<file path="config.mk">
export PLATFORM = sky130hd
export DESIGN_NAME = vga_ext_read
export DESIGN_NICKNAME = d
export VERILOG_FILES = /design/src/rtl/vga_xrd_pkg.sv /design/src/rtl/vga_xrd_window.sv /design/src/rtl/vga_xrd_result.sv /design/src/rtl/vga_ext_read.sv
export SDC_FILE = /design/constraint.sdc
export NUM_CORES = 1
export LEC_CHECK = 0
export BUFFER_PORTS_ARGS = -buffer_cell sky130_fd_sc_hd__buf_2
export CAP_MARGIN = 20
export CORE_MARGIN = 4
export CORE_UTILIZATION = 51
export CTS_BUF_LIST = sky130_fd_sc_hd__clkbuf_8
export CTS_CLUSTER_DIAMETER = 120
export CTS_CLUSTER_SIZE = 8
export DETAILED_ROUTE_END_ITERATION = 12
export PLACE_DENSITY = 0.83
export SYNTH_ARGS = -nofsm -noshare
export SYNTH_HDL_FRONTEND = slang
export SYNTH_SLANG_ARGS = --single-unit
</file>
<file path="constraint.sdc">
create_clock -name clk -period 1.97 [get_ports clk]
set_input_delay 0.197 -clock clk [delete_from_list [all_inputs] [get_ports clk]]
set_output_delay 0.197 -clock clk [all_outputs]
set_load 0.005 [all_outputs]
</file>
<file path="src/rtl/vga_xrd_pkg.sv">
package vga_xrd_pkg;
    localparam int PLANES = 4;
    localparam int LANE_W = 8;
    localparam int LAT_W  = PLANES * LANE_W;

    typedef enum logic [1:0] {
        ST_IDLE    = 2'd0,
        ST_ISSUE   = 2'd1,
        ST_CAPTURE = 2'd2
    } xrd_state_t;
endpackage

</file>
<file path="src/rtl/vga_xrd_window.sv">
module vga_xrd_window #(
    parameter int ADDR_W = 20,
    parameter int OFF_W  = 32
) (
    input  logic [ADDR_W-1:0] addr,
    input  logic [1:0]        map_sel,
    input  logic [OFF_W-1:0]  bank0,
    input  logic [OFF_W-1:0]  bank1,
    input  logic              scale_x2,
    input  logic              scale_x4,
    input  logic [OFF_W-1:0]  mem_mask,
    output logic              hit,
    output logic [OFF_W-1:0]  byte_addr
);
    localparam logic [ADDR_W-1:0] LO_A0 = ADDR_W'(20'hA0000);
    localparam logic [ADDR_W-1:0] HI_AF = ADDR_W'(20'hAFFFF);
    localparam logic [ADDR_W-1:0] LO_B0 = ADDR_W'(20'hB0000);
    localparam logic [ADDR_W-1:0] HI_B7 = ADDR_W'(20'hB7FFF);
    localparam logic [ADDR_W-1:0] LO_B8 = ADDR_W'(20'hB8000);
    localparam logic [ADDR_W-1:0] HI_BF = ADDR_W'(20'hBFFFF);

    logic [15:0]      win_off;
    logic [OFF_W-1:0] banked;
    logic [OFF_W-1:0] scaled;
    logic [OFF_W-1:0] masked;

    always_comb begin
        case (map_sel)
            2'd1: begin
                hit     = (addr >= LO_A0) && (addr <= HI_AF);
                win_off = addr[15:0];
            end
            2'd2: begin
                hit     = (addr >= LO_B0) && (addr <= HI_B7);
                win_off = {1'b0, addr[14:0]};
            end
            2'd3: begin
                hit     = (addr >= LO_B8);
                win_off = {1'b0, addr[14:0]};
            end
            default: begin
                hit     = (addr >= LO_A0) && (addr <= HI_BF);
                win_off = addr[15:0];
            end
        endcase
        banked = OFF_W'(win_off[14:0]) + (win_off[15] ? bank1 : bank0);
        if (scale_x2)      scaled = banked << 1;
        else if (scale_x4) scaled = banked << 2;
        else               scaled = banked;
        masked    = scaled & mem_mask;
        byte_addr = masked << 2;
    end
endmodule

</file>
<file path="src/rtl/vga_xrd_result.sv">
module vga_xrd_result
    import vga_xrd_pkg::*;
(
    input  logic [LAT_W-1:0]  planes,
    input  logic              read_mode,
    input  logic [1:0]        map_pick,
    input  logic [PLANES-1:0] cmp_color,
    input  logic [PLANES-1:0] cmp_care,
    output logic [LANE_W-1:0] result
);
    logic [LANE_W-1:0] diff [PLANES];
    logic [LANE_W-1:0] any_diff;

    for (genvar p = 0; p < PLANES; p++) begin : g_plane
        assign diff[p] = (planes[p*LANE_W +: LANE_W] ^ {LANE_W{cmp_color[p]}})
                         & {LANE_W{cmp_care[p]}};
    end

    always_comb begin
        any_diff = '0;
        for (int p = 0; p < PLANES; p++) any_diff = any_diff | diff[p];
        if (read_mode) result = ~any_diff;
        else           result = planes[map_pick*LANE_W +: LANE_W];
    end
endmodule

</file>
<file path="src/rtl/vga_ext_read.sv">
module vga_ext_read
    import vga_xrd_pkg::*;
#(
    parameter int ADDR_W = 20,
    parameter int OFF_W  = 32
) (
    input  logic                   clk,
    input  logic                   rst_n,
    input  logic                   cfg_pix_vga,
    input  logic [4:1]             cfg_ext,
    input  logic [1:0]             cfg_map_sel,
    input  logic [OFF_W-1:0]       cfg_bank0,
    input  logic [OFF_W-1:0]       cfg_bank1,
    input  logic [OFF_W-1:0]       cfg_mem_mask,
    input  logic                   cfg_read_mode,
    input  logic [1:0]             cfg_map_pick,
    input  logic [PLANES-1:0]      cfg_cmp_color,
    input  logic [PLANES-1:0]      cfg_cmp_care,
    input  logic                   req_valid,
    output logic                   req_ready,
    input  logic [ADDR_W-1:0]      req_addr,
    output logic                   rsp_valid,
    output logic [LANE_W-1:0]      rsp_data,
    output logic                   mem_rd_en,
    output logic [OFF_W-1:0]       mem_rd_addr,
    input  logic [2*LAT_W-1:0]     mem_rd_data,
    output logic [LAT_W-1:0]       plane_latch,
    output logic [LAT_W-1:0]       ext_latch
);
    typedef struct packed {
        xrd_state_t         st;
        logic [OFF_W-1:0]   maddr;
        logic               rv;
        logic [LANE_W-1:0]  rd;
        logic [LAT_W-1:0]   pl;
        logic [LAT_W-1:0]   xl;
    } regs_t;

    regs_t r_q, r_d;

    logic              win_hit;
    logic [OFF_W-1:0]  win_byte_addr;
    logic [LANE_W-1:0] cmp_result;
    logic              path_on;
    logic              accept;

    vga_xrd_window #(.ADDR_W(ADDR_W), .OFF_W(OFF_W)) u_window (
        .addr      (req_addr),
        .map_sel   (cfg_map_sel),
        .bank0     (cfg_bank0),
        .bank1     (cfg_bank1),
        .scale_x2  (cfg_ext[1]),
        .scale_x4  (cfg_ext[4] & cfg_ext[2]),
        .mem_mask  (cfg_mem_mask),
        .hit       (win_hit),
        .byte_addr (win_byte_addr)
    );

    vga_xrd_result u_result (
        .planes    (mem_rd_data[LAT_W-1:0]),
        .read_mode (cfg_read_mode),
        .map_pick  (cfg_map_pick),
        .cmp_color (cfg_cmp_color),
        .cmp_care  (cfg_cmp_care),
        .result    (cmp_result)
    );

    always_comb begin
        path_on   = cfg_pix_vga && (cfg_ext != '0);
        req_ready = path_on && (r_q.st == ST_IDLE);
        accept    = req_valid && req_ready;
        r_d       = r_q;
        r_d.rv    = 1'b0;
        case (r_q.st)
            ST_IDLE: begin
                if (accept) begin
                    if (win_hit) begin
                        r_d.st    = ST_ISSUE;
                        r_d.maddr = win_byte_addr;
                    end else begin
                        r_d.rv = 1'b1;
                        r_d.rd = '1;
                    end
                end
            end
            ST_ISSUE: r_d.st = ST_CAPTURE;
            ST_CAPTURE: begin
                r_d.pl = mem_rd_data[LAT_W-1:0];
                if (cfg_ext[3]) r_d.xl = mem_rd_data[2*LAT_W-1:LAT_W];
                r_d.rv = 1'b1;
                r_d.rd = cmp_result;
                r_d.st = ST_IDLE;
            end
            default: r_d.st = ST_IDLE;
        endcase
    end

    always_ff @(posedge clk or negedge rst_n) begin
        if (!rst_n) begin
            r_q <= '{st: ST_IDLE, maddr: '0, rv: 1'b0, rd: '0, pl: '0, xl: '0};
        end else begin
            r_q <= r_d;
        end
    end

    assign rsp_valid   = r_q.rv;
    assign rsp_data    = r_q.rd;
    assign mem_rd_en   = (r_q.st == ST_ISSUE);
    assign mem_rd_addr = r_q.maddr;
    assign plane_latch = r_q.pl;
    assign ext_latch   = r_q.xl;

    // a memory strobe follows an accepted request and blocks new ones
    a_r10_issue_after_accept: assert property (@(posedge clk) disable iff (!rst_n)
        mem_rd_en |-> ($past(req_valid && req_ready) && !req_ready));

    // a miss answers 0xFF next cycle without touching memory
    a_r3_miss_answers_ff: assert property (@(posedge clk) disable iff (!rst_n)
        (req_valid && req_ready && !win_hit) |=> (rsp_valid && rsp_data == 8'hFF && !mem_rd_en));

    // plane latches move only two cycles after a memory strobe
    a_r6_latch_hold: assert property (@(posedge clk) disable iff (!rst_n)
        !$past(mem_rd_en, 2) |-> $stable(plane_latch));

    // extended latches hold when the extended-latch control was off
    a_r7_ext_hold: assert property (@(posedge clk) disable iff (!rst_n)
        !$past(cfg_ext[3]) |-> $stable(ext_latch));

    // the response comes two cycles after the strobe, or after a miss
    a_r10_rsp_timing: assert property (@(posedge clk) disable iff (!rst_n)
        rsp_valid |-> ($past(mem_rd_en, 2) || $past(req_valid && req_ready)));
endmodule

</file>
==> flow_summary.json, run 1 <==
{
  "grt_use_total_pct": 26.7,
  "yosysTopAreaCell": "dfrtp_1",
  "crit_fanout": 6,
  "seq_area_frac_synth_pct": 34.0,
  "status": "complete, but fails checks",
  "synth_cells": 825,
  "maxSlewViolCount": 0,
  "nets": 1341,
  "cts_root_buf": "clkbuf_8",
  "core.rowCount": 44,
  "avgSynthCellArea_um2": 9.38,
  "holdWs_ps": 52.2,
  "final_hold_viol_count": 0,
  "crit_required_ps": 2270,
  "period_share_pct": 134,
  "hpwl_um": 17800,
  "worstSetupEndpointType": "flop",
  "vdd_drop_max_mv": 0.417,
  "vias_per_cell": 5.97,
  "worst_r2r_path_depth": 7,
  "portBuffers": 299,
  "fin_total_pwr_mw": 7.63,
  "synth_area_leaders": "dfrtp_1 34%, buf_4 10%, mux2_2 9.8%",
  "min_period_ps": 2640,
  "grt_first_pass_wirelength_um": 37700,
  "crit_type": "input pin to flop",
  "rsz0062_at_grt": "yes",
  "slew_headroom_pct": 56.1,
  "clkSinkCount": 105,
  "drt_iter0_drc": 927,
  "vias": 7831,
  "hold_path_class": "input pin to flop",
  "synth_compound_area_share_pct": 13.2,
  "wl_per_cell_um": 21.1,
  "final_layout_size_suffix_gt1_share_pct": 59.8,
  "critPathArrivalTime_ps": 2950,
  "yosysWarnings": 0,
  "cts_max_path_buffers": 2,
  "drt-met1-wl_um": 9760,
  "drt_pre_antenna_iters": 5,
  "maxCapViolCount": 0,
  "dieWidth_um": 131,
  "floorplan.initialDensity_pct": 52.6,
  "dr_wl_met3_um": 2400,
  "ys.flop_type": "dfrtp_1",
  "finalWorstSetupSlack_ps": -675,
  "tns_ps": -13420,
  "area.growth.synth_to_final_pct": 41.6,
  "highest_layer": "met5",
  "synth_mux_area_share_pct": 16.3,
  "htree_levels": 3,
  "setup_violations": 26,
  "die_h_um": 131,
  "worst_clock_skew_ps": 18.3,
  "antenna_found_initial": 3,
  "crit_path_start_kind": "input pin",
  "yosys.area_share.simple_pct": 13.5,
  "insertion_delay_ps": 370,
  "drc": 0,
  "synth_seq_cells": 105,
  "synth-edff-count": 0,
  "gp_congestion": 0.926,
  "final_antenna_net_count": 0,
  "fmax_mhz": 378,
  "leakagePower_nw": 5.37,
  "synth_top_family_by_area": "multiplexers",
  "finalWirelength_um": 27700,
  "grt_max_degree": 106,
  "ys_types": 65,
  "io_pins": 308,
  "cts_tree": "yes",
  "synth_fa_ha_area_share_pct": 3.33,
  "netlist_area_um2": 7730,
  "grt-ovfl-total": 0,
  "die-area_um2": 17200,
  "synth_top_area_share_pct": 34.0,
  "wl_met2_um": 13800,
  "worst_slew_pin_slew_ps": 656,
  "stdcell_count": 1312,
  "power_density_nw_per_um2": 697,
  "placed_cells_incl_taps": 1264,
  "cts_buffers": 9,
  "violations": "setup timing",
  "synthXorXnorAreaFrac_pct": 6.68,
  "clkTransAtPathRegs_ps": 110,
  "min_path_cells": 3,
  "async_flop_share_pct": 100,
  "grt_pass1_vias": 7458,
  "core_um2": 14700
}
==> cells in the mapped netlist (all sizes together) (12+ instances only) <==
| cell type | n |
|---|---|
| buf | 121 |
| nor2 | 22 |
| clkbuf | 28 |
| o21ai | 37 |
| ha | 19 |
| mux2i | 30 |
| xnor2 | 13 |
| a21oi | 27 |
| a22o | 12 |
| dfrtp | 105 |
| nand3 | 21 |
| mux2 | 67 |
| xor2 | 46 |
| nand2 | 138 |
==> where the power goes <==
group / total, mW / internal (mW) / switching, mW
clock: 1.34 / 0.589 / 0.750
sequential: 2.88 / 2.63 / 0.250
combinational: 3.41 / 1.76 / 1.65
total: 7.63 / 4.98 / 2.65
==> final timing paths <==
kind                                    to  slack (ps)       startpoint
max                        mem_rd_addr[30]        -670   cfg_map_sel[1]
min                         mem_rd_addr[3]          50  cfg_mem_mask[1]
max reg2reg                mem_rd_addr[20]          10         r_q[106]
min reg2reg                mem_rd_addr[10]         480  mem_rd_addr[10]
max in group asynchronous         r_q[105]        1120            rst_n
min in group asynchronous  plane_latch[10]         430            rst_n
==> through the flow <==
stage,setup WS [ps],util [%],cell area (µm²)
after floorplan,-993,-,8090
after global placement,-908,65.3,9590
after detailed placement,-962,65.3,9590
after CTS,-479,69.9,10300
after global routing,-834,74.5,11000
final,-675,74.5,11000
==> cell families (layout without fill, tap and decap cells) <==
logic type	after synthesis	in the layout
xor gates and xnor gates	59	59
adders and majority gates	20	20
AOI/OAI and AO/OA	151	151
DFF	105	105
buffers and inverters	154	452
and+or+nand+nor	230	231
other	1	5
muxes	105	105
==> per-layer routing <==
layer / track usage (%) / up-vias
met5: 0 / -
li1: - / 3398
met4: 13.6 / 2
met3: 4.89 / 153
met2: 47.3 / 575
met1: 31.0 / 3703
==> worst max-delay path: stages <==
cell,delay [ps]
buf_8,100
and2b_4,270
buf_12,140
buf_4,160
nand2_2,70
nand2_2,80
ha_4,220
a21o_1,220
o21bai_4,200
o21ai_4,290
a211oi_2,130
xnor2_1,210
buf_4,160
nand3_1,70
o21ai_0,260
a41o_1,150
==> timing repair <==
item	4_1_cts	5_1_grt
buffers inserted	22	19
hold buffers	1	0
resized for setup	70	110
endpoints found under the hold margin	105	0
setup endpoints to repair	26	27
pin swaps	44	81
gates cloned	2	0
==> cell type report <==
class / instances / area [µm²]
well taps: 184 / 230
repair buffers: 431 / 2680
multi-input cells: 568 / 5190
inverters: 5 / 23.8
flip-flops and latches: 105 / 2630
diodes: 3 / 7.51
fillers: 912 / 3750
clock buffers: 9 / 124
clock inverters: 7 / 71.3
==> cells in the final DEF (no fill, tap or decap), types with 12 or more instances in the layout <==
cell and n:
ha_4 17, o21ai_1 12, o21ai_0 20, nand2_2 25, mux2_2 64, buf_4 103, nand2_4 14, xor2_1 37
mux2i_1 27, a22o_1 12, dfrtp_1 105, buf_2 297, nand2_1 99, nand3_1 16, buf_6 21, nor2_1 18
==> flip-flops by register name, indices dropped and copies added, names as in the netlist <==
signal,flops
rsp_data,8
r_q,2
ext_latch,32
rsp_valid,1
plane_latch,32
mem_rd_addr,30
Note: power is estimated with default switching activity, not from simulation.
==> inputs of run 2 (changes only) <==
--- a/config.mk
+++ b/config.mk
@@ -5,15 +5,16 @@
 export SDC_FILE = /design/constraint.sdc
 export NUM_CORES = 1
 export LEC_CHECK = 0
+export ABC_AREA = 1
 export BUFFER_PORTS_ARGS = -buffer_cell sky130_fd_sc_hd__buf_2
 export CAP_MARGIN = 20
 export CORE_MARGIN = 4
-export CORE_UTILIZATION = 51
+export CORE_UTILIZATION = 52
 export CTS_BUF_LIST = sky130_fd_sc_hd__clkbuf_8
 export CTS_CLUSTER_DIAMETER = 120
 export CTS_CLUSTER_SIZE = 8
 export DETAILED_ROUTE_END_ITERATION = 12
-export PLACE_DENSITY = 0.83
+export PLACE_DENSITY = 0.84
 export SYNTH_ARGS = -nofsm -noshare
 export SYNTH_HDL_FRONTEND = slang
 export SYNTH_SLANG_ARGS = --single-unit
==> run 2 against run 1 <==
- the flow now finishes without violations
- via count grew 12%
- die area increased by 4.1%
- maximum frequency up 36%
- wire length decreased by 3.6%
- clock-buffer cell count unchanged
- power down 6.9%
- clock power hardly changed
- combinational power fell by 16%
- synthesized area rose by 6.4%
- register-to-register slack better by 200 ps
- synthesized cell count increased by 45%
- cell area decreased by 2.3%
- critical path type unchanged
- critical endpoint is now mem_rd_addr[23]
==> flow_summary.json, run 2 <==
{
  "status": "finished, final reports clean",
  "grt_pass1_vias": 8144,
  "gp_congestion": 0.972,
  "drt_pre_antenna_iters": 5,
  "antenna_found_initial": 1,
  "hpwl_um": 20900,
  "clkTransAtPathRegs_ps": 110,
  "power_density_nw_per_um2": 663,
  "core_um2": 15400,
  "synth_cells": 1195,
  "min_period_ps": 1950,
  "grt_max_degree": 59,
  "final_antenna_net_count": 0,
  "io_pins": 308,
  "grt-ovfl-total": 0,
  "final_cell_mix": "296 x buf_2, 291 x nand2_1, 125 x inv_1",
  "finalWorstSetupSlack_ps": 20.3,
  "vias": 8761,
  "setup_violations": 0,
  "hold_path_class": "input pin to flop",
  "portBuffers": 299,
  "worst_clock_skew_ps": 12.2,
  "synth_top_area_share_pct": 31.9,
  "avgSynthCellArea_um2": 6.89,
  "synth.most_common_cell": "nand2_1",
  "netlist_area_um2": 8230,
  "period_share_pct": 99.0,
  "vias_per_cell": 5.27,
  "area.growth.synth_to_final_pct": 30.1,
  "regToRegSetupSlack_ps": 210,
  "dieWidth_um": 134,
  "leakagePower_nw": 5.85,
  "cts_tree": "yes",
  "crit_required_ps": 2280,
  "crit_type": "input pin to flop",
  "floorplan.initialDensity_pct": 53.5,
  "wl_per_cell_um": 16.1,
  "layout_commonest_cell": "buf_2",
  "grt_use_total_pct": 27.5,
  "drt_iter0_drc": 687,
  "cts_root_buf": "clkbuf_8",
  "fmax_mhz": 513,
  "drc": 0,
  "grt_first_pass_wirelength_um": 40000,
  "rsz0062_at_grt": "yes",
  "crit_path_start_kind": "input pin",
  "ys.flop_type": "dfrtp_1",
  "yosysWarnings": 0,
  "antennaDiodeCount": 0,
  "die_h_um": 134,
  "core.rowCount": 45,
  "htree_levels": 3,
  "nets": 1666,
  "seq_area_frac_synth_pct": 31.9,
  "synth_area_leaders": "dfrtp_1 32%, nand2_1 16%, buf_4 9.8%",
  "synth_seq_cells": 105,
  "maxCapViolCount": 0,
  "synth-edff-count": 0,
  "finalWirelength_um": 26700,
  "async_flop_share_pct": 100,
  "vdd_drop_max_mv": 0.390,
  "ys_types": 40,
  "insertion_delay_ps": 380,
  "worstSetupEndpointType": "flop",
  "die-area_um2": 17900,
  "dp_slack_ps": -435,
  "cts_buffers": 9,
  "clkSinkCount": 105,
  "final_hold_viol_count": 0,
  "critPathArrivalTime_ps": 2260,
  "yosysTopAreaCell": "dfrtp_1",
  "cts_max_path_buffers": 2,
  "synth_commonest_cells": "360 x nand2_1, 130 x inv_1, 107 x buf_4, 105 x dfrtp_1",
  "tns_ps": 0,
  "crit_fanout": 8,
  "maxSlewViolCount": 0,
  "final_layout_size_suffix_gt1_share_pct": 40.8
}
[run 2: cell type report]
class / count / area, µm²
Clock buffer: 9 / 124
Clock inverter: 7 / 70.1
Fill cell: 1250 / 4660
Inverter: 134 / 510
Multi-Input combinational cell: 814 / 4880
Sequential cell: 105 / 2630
Tap cell: 211 / 264
Timing Repair Buffer: 381 / 2230
[run 2: cells by family after synthesis]
kind of cell | Yosys count | synth area share [%]
buffers and inverters | 277 | 18.0
XOR/XNOR | 13 | 1.38
adder cells (fa/ha/maj) | 20 | 3.13
AND/OR/NAND/NOR | 571 | 29.5
multiplexers | 32 | 4.38
flip-flops | 105 | 31.9
other | 1 | 0.0456
AO/OA/AOI/OAI | 176 | 11.6
[run 2: final timing paths]
kind / startpoint / end / cells after the start
worst max-delay path: req_addr[15] / mem_rd_addr[23] / 19
worst min-delay path: mem_rd_data[59] / ext_latch[27] / 2
worst max register to register: r_q[106] / mem_rd_addr[31] / 12
worst min register to register: mem_rd_addr[20] / mem_rd_addr[20] / 2
max in group asynchronous: rst_n / mem_rd_addr[17] / 3
min in group asynchronous: rst_n / plane_latch[14] / 2
[run 2: per-layer routing]
metal,vias to the layer above,GRT usage [%],share of wire [%]
li1,4223,-,-
met1,4008,33.3,39
met2,459,48.9,50
met3,69,4.91,8.3
met4,2,10.3,3.6
met5,-,0,0.049
[run 2: through the flow]
step	total power, mW	hold slack [ps]	area (µm²)	util [%]	instances
finish	7.10	34.4	10700	69.7	1661
global route	7.59	19.2	10700	69.7	1661
CTS	6.92	22.9	10100	65.9	1656
detailed placement	5.57	121	9920	64.5	1639
global placement	5.50	114	9920	64.5	1639
floorplan	4.88	-98.6	8540	-	1196
[run 2: power breakdown]
| part | internal [mW] | switching [mW] | leakage, nW | total [mW] |
|---|---|---|---|---|
| Combinational | 1.34 | 1.53 | 4.45 | 2.87 |
| Clock | 0.498 | 0.836 | 0.101 | 1.33 |
| Sequential | 2.64 | 0.259 | 1.30 | 2.90 |
[run 2: repair_timing]
item / 4_1_cts / 5_1_grt
hold endpoints to repair: 21 / 0
pin swaps: 2 / 60
gates resized for setup: 3 / 123
cloned: 0 / 1
setup buffers: 0 / 4
hold buffers: 1 / 0
endpoints found under the setup margin: 9 / 26
[run 2: critical path, cell delays in order]
cell and delay [ps]:
buf_12 110, inv_6 50, nor2_4 50, clkbuf_16 160, nand2_1 80, nand2_2 90, ha_1 320, nand2_1 80
nor2_2 140, nand2_1 80, nand3_1 120, nand2_1 90, nand2_2 110, nand2_1 90, nand2_1 110, nand2_2 100
nand3_1 70, nand3b_1 80, o21ai_1 110
